$ cat src/rtl/appreg_pkg.sv
package appreg_pkg;
   localparam int unsigned BUS_W    = 32;
   localparam int unsigned N_LANES  = BUS_W / 8;
   // word indices (byte offset / 4); the bus master depends on these
   localparam int unsigned WIX_HCFG  = 0;
   localparam int unsigned WIX_VCFG  = 1;
   localparam int unsigned WIX_CTRL  = 10;
   localparam int unsigned WIX_GUEST = 11;
   localparam int unsigned WIX_STAT  = 17;
   // control word field positions
   localparam int unsigned CTRL_FLAG_BIT = 24;
   localparam int unsigned CTRL_WAIT_LSB = 16;
   localparam int unsigned CTRL_GPIO_LSB = 0;
endpackage

$ cat src/rtl/appreg_cfg_word.sv
module appreg_cfg_word #(
   parameter int unsigned          W       = 32,
   parameter logic [W-1:0]         DEFAULT = '0
) (
   input  logic           clk,
   input  logic           rst_n,
   input  logic           soft_rst,
   input  logic           wr_hit,
   input  logic [W/8-1:0] byte_en,
   input  logic [W-1:0]   wr_data,
   output logic [W-1:0]   q
);
   localparam int unsigned NL = W / 8;

   if (W % 8 != 0) begin : g_bad_w
      $error("appreg_cfg_word: W must be a whole number of bytes");
   end

   for (genvar l = 0; l < NL; l++) begin : g_lane
      always_ff @(posedge clk or negedge rst_n) begin
         if (!rst_n) begin
            q[l*8 +: 8] <= DEFAULT[l*8 +: 8];
         end else if (soft_rst) begin
            q[l*8 +: 8] <= DEFAULT[l*8 +: 8];
         end else if (wr_hit && byte_en[l]) begin
            q[l*8 +: 8] <= wr_data[l*8 +: 8];
         end
      end
   end
endmodule

$ cat src/rtl/appreg_sysctl.sv
module appreg_sysctl
   import appreg_pkg::*;
#(
   parameter int unsigned WAIT_W = 3,
   parameter int unsigned GPIO_W = 8
) (
   input  logic              clk,
   input  logic              rst_n,
   input  logic              wr_hit,
   input  logic [3:0]        byte_en,
   input  logic [31:0]       wr_data,
   output logic              soft_rst,
   output logic              flag_q,
   output logic [WAIT_W-1:0] wait_q,
   output logic [GPIO_W-1:0] gpio_q
);
   if (WAIT_W < 1 || WAIT_W > 8) begin : g_bad_wait
      $error("appreg_sysctl: WAIT_W must be 1..8");
   end
   if (GPIO_W < 1 || GPIO_W > 8) begin : g_bad_gpio
      $error("appreg_sysctl: GPIO_W must be 1..8");
   end

   logic flag_lane;
   assign flag_lane = wr_hit && byte_en[3];
   assign soft_rst  = flag_lane && !wr_data[CTRL_FLAG_BIT];

   always_ff @(posedge clk or negedge rst_n) begin
      if (!rst_n) begin
         flag_q <= 1'b0;
         wait_q <= '0;
         gpio_q <= '1;
      end else begin
         if (flag_lane) flag_q <= wr_data[CTRL_FLAG_BIT];
         if (soft_rst) begin
            wait_q <= '0;
            gpio_q <= '1;
         end else if (wr_hit) begin
            if (byte_en[2]) wait_q <= wr_data[CTRL_WAIT_LSB +: WAIT_W];
            if (byte_en[0]) gpio_q <= wr_data[CTRL_GPIO_LSB +: GPIO_W];
         end
      end
   end
endmodule

$ cat src/rtl/appreg_guest_timing.sv
module appreg_guest_timing #(
   parameter int unsigned N_FIELDS = 4,
   parameter int unsigned FIELD_W  = 4
) (
   input  logic                        clk,
   input  logic                        rst_n,
   input  logic                        soft_rst,
   input  logic                        wr_hit,
   input  logic [3:0]                  byte_en,
   input  logic [31:0]                 wr_data,
   output logic [N_FIELDS*FIELD_W-1:0] tim_q
);
   localparam int unsigned TOT_W = N_FIELDS * FIELD_W;

   if (TOT_W > 16) begin : g_bad_tot
      $error("appreg_guest_timing: timing fields must fit in lanes 0 and 1");
   end
   if (8 % FIELD_W != 0) begin : g_bad_fw
      $error("appreg_guest_timing: FIELD_W must divide a byte");
   end

   for (genvar i = 0; i < N_FIELDS; i++) begin : g_field
      localparam int unsigned LANE = (i * FIELD_W) / 8;
      always_ff @(posedge clk or negedge rst_n) begin
         if (!rst_n) begin
            tim_q[i*FIELD_W +: FIELD_W] <= '0;
         end else if (soft_rst) begin
            tim_q[i*FIELD_W +: FIELD_W] <= '0;
         end else if (wr_hit && byte_en[LANE]) begin
            tim_q[i*FIELD_W +: FIELD_W] <= wr_data[i*FIELD_W +: FIELD_W];
         end
      end
   end
endmodule

$ cat src/rtl/appreg_bank.sv
module appreg_bank
   import appreg_pkg::*;
#(
   parameter int unsigned  ADDR_W    = 12,
   parameter logic [31:0]  CFG_DEF   = 32'h0000_07FF,
   parameter int unsigned  WAIT_W    = 3,
   parameter int unsigned  GPIO_W    = 8,
   parameter int unsigned  N_TFIELD  = 4,
   parameter int unsigned  TFIELD_W  = 4,
   parameter logic [7:0]   ID_BYTE   = 8'h7E,
   parameter logic [31:0]  STAT_VAL  = 32'h0000_0003
) (
   input  logic              clk,
   input  logic              rst_n,
   input  logic              wr_en,
   input  logic [ADDR_W-1:0] addr,
   input  logic [3:0]        byte_en,
   input  logic [31:0]       wr_data,
   output logic [31:0]       rd_data
);
   localparam int unsigned WIX_W = ADDR_W - 2;
   localparam int unsigned TIM_W = N_TFIELD * TFIELD_W;
   localparam logic [WIX_W-1:0] IX_HCFG  = WIX_W'(WIX_HCFG);
   localparam logic [WIX_W-1:0] IX_VCFG  = WIX_W'(WIX_VCFG);
   localparam logic [WIX_W-1:0] IX_CTRL  = WIX_W'(WIX_CTRL);
   localparam logic [WIX_W-1:0] IX_GUEST = WIX_W'(WIX_GUEST);
   localparam logic [WIX_W-1:0] IX_STAT  = WIX_W'(WIX_STAT);

   if (ADDR_W < 7) begin : g_bad_addr
      $error("appreg_bank: ADDR_W too small to reach the status word");
   end

   logic [WIX_W-1:0]  word_ix;
   logic              hit_h, hit_v, hit_c, hit_g;
   logic              soft_rst;
   logic [31:0]       hcfg_q, vcfg_q;
   logic              flag_q;
   logic [WAIT_W-1:0] wait_q;
   logic [GPIO_W-1:0] gpio_q;
   logic [TIM_W-1:0]  tim_q;

   assign word_ix = addr[ADDR_W-1:2];
   assign hit_h   = wr_en && (word_ix == IX_HCFG);
   assign hit_v   = wr_en && (word_ix == IX_VCFG);
   assign hit_c   = wr_en && (word_ix == IX_CTRL);
   assign hit_g   = wr_en && (word_ix == IX_GUEST);

   appreg_cfg_word #(.W(32), .DEFAULT(CFG_DEF)) u_hcfg (
      .clk(clk), .rst_n(rst_n), .soft_rst(soft_rst), .wr_hit(hit_h),
      .byte_en(byte_en), .wr_data(wr_data), .q(hcfg_q));

   appreg_cfg_word #(.W(32), .DEFAULT(CFG_DEF)) u_vcfg (
      .clk(clk), .rst_n(rst_n), .soft_rst(soft_rst), .wr_hit(hit_v),
      .byte_en(byte_en), .wr_data(wr_data), .q(vcfg_q));

   appreg_sysctl #(.WAIT_W(WAIT_W), .GPIO_W(GPIO_W)) u_sysctl (
      .clk(clk), .rst_n(rst_n), .wr_hit(hit_c), .byte_en(byte_en),
      .wr_data(wr_data), .soft_rst(soft_rst), .flag_q(flag_q),
      .wait_q(wait_q), .gpio_q(gpio_q));

   appreg_guest_timing #(.N_FIELDS(N_TFIELD), .FIELD_W(TFIELD_W)) u_guest (
      .clk(clk), .rst_n(rst_n), .soft_rst(soft_rst), .wr_hit(hit_g),
      .byte_en(byte_en), .wr_data(wr_data), .tim_q(tim_q));

   always_comb begin
      rd_data = '0;
      case (word_ix)
         IX_HCFG:  rd_data = hcfg_q;
         IX_VCFG:  rd_data = vcfg_q;
         IX_CTRL: begin
            rd_data[CTRL_FLAG_BIT]             = flag_q;
            rd_data[CTRL_WAIT_LSB +: WAIT_W]   = wait_q;
            rd_data[CTRL_GPIO_LSB +: GPIO_W]   = gpio_q;
         end
         IX_GUEST: begin
            rd_data[31:24]     = ID_BYTE;
            rd_data[TIM_W-1:0] = tim_q;
         end
         IX_STAT:  rd_data = STAT_VAL;
         default:  rd_data = '0;
      endcase
   end
endmodule

$ cat config.mk
export PLATFORM = sky130hd
export DESIGN_NAME = appreg_bank
export DESIGN_NICKNAME = d
export VERILOG_FILES = /design/src/rtl/appreg_pkg.sv /design/src/rtl/appreg_cfg_word.sv /design/src/rtl/appreg_sysctl.sv /design/src/rtl/appreg_guest_timing.sv /design/src/rtl/appreg_bank.sv
export SDC_FILE = /design/constraint.sdc
export NUM_CORES = 1
export LEC_CHECK = 0
export ABC_AREA = 1
export CAP_MARGIN = 20
export CORE_ASPECT_RATIO = 1.25
export CORE_MARGIN = 4
export CORE_UTILIZATION = 46
export CTS_BUF_LIST = sky130_fd_sc_hd__clkbuf_16
export CTS_CLUSTER_SIZE = 8
export DETAILED_ROUTE_END_ITERATION = 10
export PLACE_DENSITY = 0.73
export SLEW_MARGIN = 20
export SYNTH_ARGS = -nofsm -noshare
export SYNTH_HDL_FRONTEND = slang
export SYNTH_HIERARCHICAL = 1
export SYNTH_SLANG_ARGS = --single-unit
$ cat constraint.sdc
create_clock -name clk -period 1.3 [get_ports clk]
set_clock_uncertainty 0.15 [all_clocks]
set_input_delay 0.26 -clock clk [delete_from_list [all_inputs] [get_ports clk]]
set_output_delay 0.26 -clock clk [all_outputs]
set_load 0.01 [all_outputs]
==> results of run 1 <==
[cell usage after synthesis]
| master | number |
|---|---|
| nor2_8 | 2 |
| dfrtp_1 | 62 |
| nor4_1 | 2 |
| nor2_2 | 3 |
| nand3_2 | 1 |
| buf_6 | 4 |
| nand2_2 | 17 |
| nor3_4 | 1 |
| nand2_1 | 273 |
| a21oi_1 | 1 |
| inv_2 | 5 |
| nand3_1 | 152 |
| inv_4 | 1 |
| nor3_1 | 1 |
| nand2_4 | 3 |
| inv_1 | 96 |
| nor2_1 | 72 |
| dfstp_2 | 30 |
| buf_4 | 15 |
| o21ai_0 | 1 |
| nand4_1 | 5 |
| nor2_4 | 3 |
| nand3b_1 | 1 |
| buf_2 | 8 |
[flip-flops by register name, indices dropped and copies added (netlist names)]
name             cells
u_sysctl/wait_q      3
u_hcfg/q            32
u_vcfg/q            32
u_guest/tim_q       16
u_sysctl/flag_q      1
u_sysctl/gpio_q      8
[path summary, 6_finish.rpt]
kind | endpoint | slack, ns
hold reg to reg | u_vcfg/q[6]$_DFFE_PN1P_ | 0.33
setup / recovery | u_guest/tim_q[2]$_DFFE_PN0P_ | -0.68
max in group asynchronous | u_hcfg/q[8]$_DFFE_PN1P_ | 0.36
setup reg to reg | u_sysctl/gpio_q[0]$_DFFE_PN1P_ | 0.31
min in group clk | u_vcfg/q[6]$_DFFE_PN1P_ | 0.33
hold / removal | u_sysctl/wait_q[1]$_DFFE_PN0P_ | 0.31
[critical path: stages]
cell and delay, ns:
buf_6 0.09, nor2_4 0.13, nand2_4 0.10, buf_6 0.13, buf_6 0.11, nor4_4 0.40, nand3_2 0.18, clkinv_4 0.16
buf_12 0.16, inv_8 0.05, nand2_4 0.11, nand2_1 0.12, nand2_2 0.10
[repair_timing]
item / 4_1_cts / 5_1_grt
setup buffers: 24 / 12
endpoints found under the setup margin: 124 / 124
hold endpoints to repair: 62 / 0
hold buffers: 1 / 0
cloned: 3 / 3
pin swaps: 27 / 36
resized for setup: 273 / 95
[kinds of logic after synthesis]
kind of cell	after synthesis	share of synthesized area, %
AND/OR/NAND/NOR	536	44.7
AO/OA/AOI/OAI	2	0.189
buffers and inverters	129	11.0
flip-flops	92	44.1
[per-stage QoR]
| stage | instance area, um2 | power (uW) |
|---|---|---|
| finish | 8330 | 6090 |
| global route | 8330 | 6280 |
| CTS | 7850 | 6060 |
| detailed placement | 7030 | 3520 |
| global placement | 7030 | 3510 |
| floorplan | 5560 | 3170 |
[per-layer routing]
layer | global-route usage [%] | vias up | part of all wire [%] | wire (um)
li1 | - | 2714 | - | -
met1 | 32.1 | 2795 | 37 | 6850
met2 | 45.5 | 294 | 52 | 9550
met3 | 3.98 | 80 | 6.8 | 1250
met4 | 10.3 | 0 | 4.0 | 743
met5 | 0 | - | 0 | 0
[where the power goes]
group | leakage, uW | total (uW) | internal [uW] | switching, uW
logic | 0.00368 | 623 | 291 | 331
clock network | 0.000148 | 2530 | 1450 | 1070
registers | 0.00116 | 2940 | 2910 | 29.9
[area by class of cell]
class                      instances  area (um2)  area share, %
multi-input combinational        538        3090           37.1
tap                              135         169           2.03
inverter                         102         418           5.02
clock inverter                     7        53.8          0.646
clock buffer                       9         225           2.70
sequential                        92        2340           28.1
timing repair buffer             197        2030           24.4
==> results.toml, run 1 <==
[run_status]
status = "finished with violations"
failed_checks = "setup timing"

[cells_and_area]
nets = 991
fin_cells = 1080
final_common_cell = "nand2_1"
fillers = 761
drive_above_1_share_pct = 38.6
final_util_pct = 74.4
n_antenna_cell = 0
final_cell_mix = "nand2_1 (210), nand3_1 (106), inv_1 (95), buf_4 (69), dfrtp_1 (62)"
synthToLayoutAreaGrowth_pct = 57.0

[sta]
rsz0062_at_grt = "yes"
setup_viol = 124
hold_viol_final = 0
max_freq_mhz = 505
fin_tns_setup_ns = -70.21
relSlewSlack_pct = 74.1
finalCriticalPeriod_ns = 1.98
worst_pin_slew_ns = 0.385
hold_slack_ns = 0.310
drv_slew = 0
setup_ws_ns = -0.682
period_share_pct = 152

[pwr]
p_leak_uw = 0.00499
peakVddDrop_v = 0.000560
power_density_mw_per_mm2 = 732

[critical_path]
path_class = "in2reg"
critPathRequiredTime_ns = 1.43
end_kind = "flip-flop"
arrival_ns = 2.11
crit_fanout = 8
r2r-start = "u_sysctl/gpio_q[0]$_DFFE_PN1P_"
r2r.worst_path.cells = 3
start_kind = "primary input"
crit_start = "addr[9]"

[clocking]
cts_root_buffer = "clkbuf_16"
cts_tree = "yes"
clock_sinks = 92
htreeDepth = 3
clkTransAtPathRegs_ns = 0.06
clock_path_buffers = 2
cts_made_buffers = 9
clock_latency_ns = 0.33

[synthesis]
avgSynthCellArea_um2 = 6.99
ys_ff_latch = 92
synth_area_leaders = "dfrtp_1 (29%), nand2_1 (19%), dfstp_2 (15%), nand3_1 (14%), inv_1 (6.8%)"
ys_seq_area_share_pct = 44.1
synthCells = 759
yosys_warnings = 6
synth_cell_type_count = 24
syn_area_mm2 = 0.00530
syn-num-nets = 810
yosysTopAreaCellShare_pct = 29.3
yosysTopAreaCell = "dfrtp_1"

[global_routing]
antenna_found_initial = 0
overflow = 0
grt_use_total_pct = 25.9
grt_pass1_vias = 5721
grt_pass1_wl_um = 28000
grt_max_degree = 64

[place]
finalWeightedCongestion = 0.867
placed_cells = 1026
portBuffers = 80
place_hpwl_um = 11300
dp_worst_setup_slack_ns = -1.29

[floorplan]
ios = 83
initial_core_util_pct = 47.4
die_y_um = 128
die_w_um = 104
core-area_mm2 = 0.0112
die_area_mm2 = 0.0133
floorplan.rows = 43

[route]
wl_per_cell_um = 17.0
drc = 0
wirelength_um = 18400
vias = 5883
drtIter0Drc = 462
detail-route-antenna-nets = 0
viasPerCell = 5.45
dr.pass1.iters = 6

[job]
cap_viol_max_count = 0

[min_path]
hold_class = "in2async"
(Power assumes the default switching activity.)
==> run 2, diff against run 1 <==
Settings changed: CORE_MARGIN 4 to 2.
==> run 2 against run 1 <==
Against the previous run: the run still ends with setup timing left; setup slack improved by 0.0067 ns; routed wire length increased by 27%; hold slack got worse by 0.098 ns; non-clock buffer count increased by 13; via count increased by 11%; register-to-register slack about the same; critical endpoint is now u_guest/tim_q[4]$_DFFE_PN0P_; die area decreased by 6.8%; largest cell class unchanged; first-iteration DRC count increased by 52%; cell count increased by 1.5%; maximum frequency increased by 0.34%.
==> results.toml, run 2 (synthesized netlist as in run 1, its figures left out) <==
[critical_path]
path_class = "in2reg"
r2r.worst_path.cells = 2
end_kind = "flip-flop"
r2r-start = "u_hcfg/q[9]$_DFFE_PN1P_"
start_kind = "primary input"
arrival_ns = 2.12
reg2reg_slack_ns = 0.30
crit_start = "addr[4]"
timing.rr.end = "u_hcfg/q[9]$_DFFE_PN1P_"
crit_end = "u_guest/tim_q[4]$_DFFE_PN0P_"
critPathRequiredTime_ns = 1.44
crit_fanout = 8

[global_routing]
grt_max_degree = 30
grt_pass1_wl_um = 28000
grt_use_total_pct = 29.4
overflow = 0
grt_pass1_vias = 5682
antenna_found_initial = 0

[clocking]
htreeDepth = 3
cts_tree = "yes"
cts_root_buffer = "clkbuf_16"
clock_latency_ns = 0.35
clock_path_buffers = 2
clkTransAtPathRegs_ns = 0.07
clock_sinks = 92
cts_made_buffers = 9

[cells_and_area]
final_common_cell = "nand2_1"
final_cell_mix = "nand2_1 (161), nand2_2 (98), inv_1 (91), nand3_1 (76), nand3_2 (74)"
nets = 1007
synthToLayoutAreaGrowth_pct = 71.7
fillers = 625
n_antenna_cell = 0
drive_above_1_share_pct = 49.5
reg_top3 = "u_hcfg/q x32, u_vcfg/q x32, u_guest/tim_q x16"

[sta]
setup_ws_ns = -0.675
relSlewSlack_pct = 73.4
period_share_pct = 152
hold_viol_final = 0
hold_slack_ns = 0.212
max_freq_mhz = 506
setup_viol = 124
rsz0062_at_grt = "yes"
worst_pin_slew_ns = 0.397
finalCriticalPeriod_ns = 1.98
drv_slew = 0

[route]
drc = 0
dr.pass1.iters = 7
vias = 6523
wirelength_um = 23400
viasPerCell = 5.95
drtIter0Drc = 702
detail-route-antenna-nets = 0
wl_per_cell_um = 21.4

[run_status]
status = "finished with violations"
failed_checks = "setup timing"

[floorplan]
die_w_um = 100
die_area_mm2 = 0.0124
die_y_um = 124
initial_core_util_pct = 47.4
floorplan.rows = 43
ios = 83
core-area_mm2 = 0.0112

[place]
place_hpwl_um = 11400
portBuffers = 80
dp_worst_setup_slack_ns = -1.33
finalWeightedCongestion = 0.845

[pwr]
power_density_mw_per_mm2 = 676
peakVddDrop_v = 0.000630
p_leak_uw = 0.00505

[job]
cap_viol_max_count = 0

[min_path]
hold_class = "in2async"
-- run 2: cell types whose count changed in the layout (fill, tap and decap cells not counted), moves of 10 or more --
cell	delta
buf_12	+10
nand2_1	-49
nand2_2	+49
nand3_1	-30
nand3_2	+30
nor2_1	-10
-- run 2: worst min path at each step --
stage                from                              to  depth (start not counted)
floorplan           rst_n    u_guest/tim_q[0]$_DFFE_PN0P_                          0
global placement    rst_n  u_sysctl/wait_q[1]$_DFFE_PN0P_                          1
detailed placement  rst_n  u_sysctl/wait_q[1]$_DFFE_PN0P_                          1
CTS                 rst_n  u_sysctl/wait_q[1]$_DFFE_PN0P_                          2
global route        rst_n  u_sysctl/wait_q[1]$_DFFE_PN0P_                          2
finish              rst_n  u_sysctl/wait_q[1]$_DFFE_PN0P_                          2
-- run 2: timing repair --
item,in CTS,in global routing
hold endpoints to repair,78,0
resized for setup,270,239
hold buffers,1,0
setup buffers,22,22
pin swaps,26,76
setup endpoints to repair,124,124
cloned,8,8
-- run 2: cell type report --
class,count,area (um2),share of cell area (%)
clock buffer,9,225,2.47
clock inverter,7,51.3,0.563
inverter,102,449,4.93
multi-input combinational,538,3490,38.3
sequential,92,2340,25.7
tap,135,169,1.85
timing repair buffer,210,2330,25.6
timing repair inverter,3,52.6,0.577
-- run 2: stage by stage --
| step | util [%] | total power (uW) | std cells | instance area, um2 | TNS, ns |
|---|---|---|---|---|---|
| finish | 81.4 | 6160 | 1096 | 9110 | -58.71 |
| CTS | 70.6 | 6010 | 1071 | 7900 | -58.70 |
| detailed placement | 63.0 | 3530 | 1027 | 7050 | -150.81 |
| floorplan | - | 3170 | 759 | 5560 | -41.43 |
| global placement | 63.0 | 3510 | 1027 | 7050 | -146.27 |
| global route | 81.4 | 6340 | 1096 | 9110 | -64.24 |
-- run 2: worst max-delay path, stage by stage --
cell      delay (ns)
buf_4           0.10
inv_1           0.07
nand3_4         0.10
buf_4           0.14
nor4_4          0.03
buf_4           0.15
nand3_4         0.17
clkinv_8        0.11
buf_6           0.14
buf_6           0.13
nor2_1          0.33
nand2_1         0.25
nand2_2         0.10
-- run 2: per-layer routing --
layer / wire length [um] / global-route usage, %
met5: 0 / 0
met4: 1760 / 13.0
met3: 2380 / 5.56
met2: 11600 / 51.6
met1: 7670 / 35.2
-- run 2: report_power, final --
group	switching [uW]	internal (uW)	total (uW)
Sequential	32.3	2910	2940
Combinational	384	303	687
Clock	1220	1300	2530
==> run 3, diff against run 2 <==
Settings changed: SKIP_LAST_GASP from default to 1.
==> run 3 against run 2 <==
Against the previous run: the run still ends with setup timing left; sequential power barely moved; non-clock buffer count did not move; maximum frequency rose by 4.7%; clock power barely moved; via count fell by 0.18%; critical path type is now in2out.
==> results.toml, run 3 (synthesized netlist as in run 1, its figures left out) <==
[cells_and_area]
nets = 1007
multi_input_area_mm2 = 0.00340
final_common_cell = "nand2_1"
fillers = 628
synthToLayoutAreaGrowth_pct = 70.0
drive_above_1_share_pct = 47.3
seqCellArea_mm2 = 0.00234
final_cell_mix = "nand2_1 (169), inv_1 (91), nand2_2 (91), nand3_1 (87), buf_4 (66)"
fin_cells = 1096
reg_top3 = "u_hcfg/q x32, u_vcfg/q x32, u_guest/tim_q x16"
n_antenna_cell = 0

[clocking]
cts_tree = "yes"
clock_latency_ns = 0.35
clock_path_buffers = 2
htreeDepth = 3
cts_root_buffer = "clkbuf_16"
cts_made_buffers = 9
clock_sinks = 92
clkTransAtPathRegs_ns = 0.07

[floorplan]
ios = 83
die_area_mm2 = 0.0124
die_y_um = 124
die_w_um = 100
floorplan.rows = 43
core-area_mm2 = 0.0112
initial_core_util_pct = 47.4

[route]
detail-route-antenna-nets = 0
viasPerCell = 5.94
dr.pass1.iters = 6
drtIter0Drc = 698
drc = 0
vias = 6511
wl_per_cell_um = 20.4
wirelength_um = 22400

[critical_path]
crit_fanout = 5
critPathBufInv = 5
crit_family = "buffers and inverters"
end_kind = "output pin"
critPathRequiredTime_ns = 0.89
cp_slowest_cell = "nor2_4"
path_class = "in2out"
critPathMaxStageDelay_ns = 0.17
critPathMostFrequentCell = "buf_6"
arrival_ns = 1.48
path_cells = "buf_6 -> nor2_4 -> buf_6 -> nand2_4 -> nor2_4 -> buf_6 -> buf_4 -> nand3_1 -> nand3_2 -> buf_6"
start_kind = "primary input"

[run_status]
status = "finished with violations"
failed_checks = "setup timing"

[place]
portBuffers = 80
dp_worst_setup_slack_ns = -1.33
placed_cells = 1027
place_hpwl_um = 11400
finalWeightedCongestion = 0.845

[sta]
hold_viol_final = 0
period_share_pct = 145
fin_tns_setup_ns = -57.30
setup_ws_ns = -0.586
max_freq_mhz = 530
rsz0062_at_grt = "yes"
finalCriticalPeriod_ns = 1.89
setup_viol = 124
relSlewSlack_pct = 75.4
drv_slew = 0
worst_pin_slew_ns = 0.367

[global_routing]
grt_use_total_pct = 29.4
grt_pass1_vias = 5682
overflow = 0
grt_pass1_wl_um = 28000
antenna_found_initial = 0
grt_max_degree = 30

[min_path]
hold_class = "in2async"

[pwr]
power_density_mw_per_mm2 = 683
peakVddDrop_v = 0.000527
p_leak_uw = 0.00504

[job]
cap_viol_max_count = 0
## run 3: cell types whose count changed in the layout (fill, tap and decap cells not counted), moves of 2 or more
cell     delta
nand3_2    -11
nand2_1     +8
nand3_1    +11
nor2_2      -2
nor2_1      +2
nand2_2     -7
## run 3: layout make-up
cell class / count / share of cell area [%]
multi-input combinational: 538 / 37.7
sequential: 92 / 25.9
timing repair buffer: 210 / 25.8
inverter: 102 / 4.98
clock buffer: 9 / 2.50
tap: 135 / 1.87
timing repair inverter: 3 / 0.583
clock inverter: 7 / 0.569
## run 3: worst register-to-register path, stage by stage (launching register included)
cell and delay, ns:
dfstp_2 0.55, buf_4 0.11, nand2_2 0.06, nand3_2 0.08
## run 3: worst paths after layout
check | startpoint | slack (ns) | endpoint | depth (start not counted)
max | addr[10] | -0.59 | rd_data[16] | 10
min reg2reg | u_vcfg/q[2]$_DFFE_PN1P_ | 0.33 | u_vcfg/q[2]$_DFFE_PN1P_ | 2
min | rst_n | 0.21 | u_sysctl/wait_q[2]$_DFFE_PN0P_ | 2
min in group clk | u_vcfg/q[2]$_DFFE_PN1P_ | 0.33 | u_vcfg/q[2]$_DFFE_PN1P_ | 2
max reg2reg | u_sysctl/gpio_q[6]$_DFFE_PN1P_ | 0.29 | u_sysctl/gpio_q[6]$_DFFE_PN1P_ | 3
max in group asynchronous | rst_n | 0.26 | u_vcfg/q[2]$_DFFE_PN1P_ | 3
## run 3: report_power, final
group	switching, uW	total [uW]	internal [uW]	leakage, uW
logic	376	677	301	0.00375
registers	31.1	2940	2910	0.00116
clock network	1240	2540	1310	0.000132
## run 3: what timing repair did
item	CTS	global route
hold buffers	1	0
setup endpoints to repair	124	124
pin swaps	26	74
buffers inserted	22	22
resized for setup	270	216
cloned	8	8
hold endpoints to repair	78	0
## run 3: routing by layer
metal | GRT usage (%) | part of all wire (%) | vias to the layer above
li1 | - | - | 2754
met1 | 35.2 | 34 | 3116
met2 | 51.6 | 51 | 497
met3 | 5.56 | 8.7 | 144
met4 | 13.0 | 6.4 | 0
met5 | 0 | 0 | -
## run 3: through the flow
step	power, uW	instance area, um2	utilization (%)	hold slack, ns
floorplan	3170	5560	-	-0.186
global placement	3510	7050	63.0	0.0365
detailed placement	3530	7050	63.0	0.0415
CTS	6010	7900	70.6	0.214
global route	6310	9020	80.6	0.251
finish	6160	9020	80.6	0.211
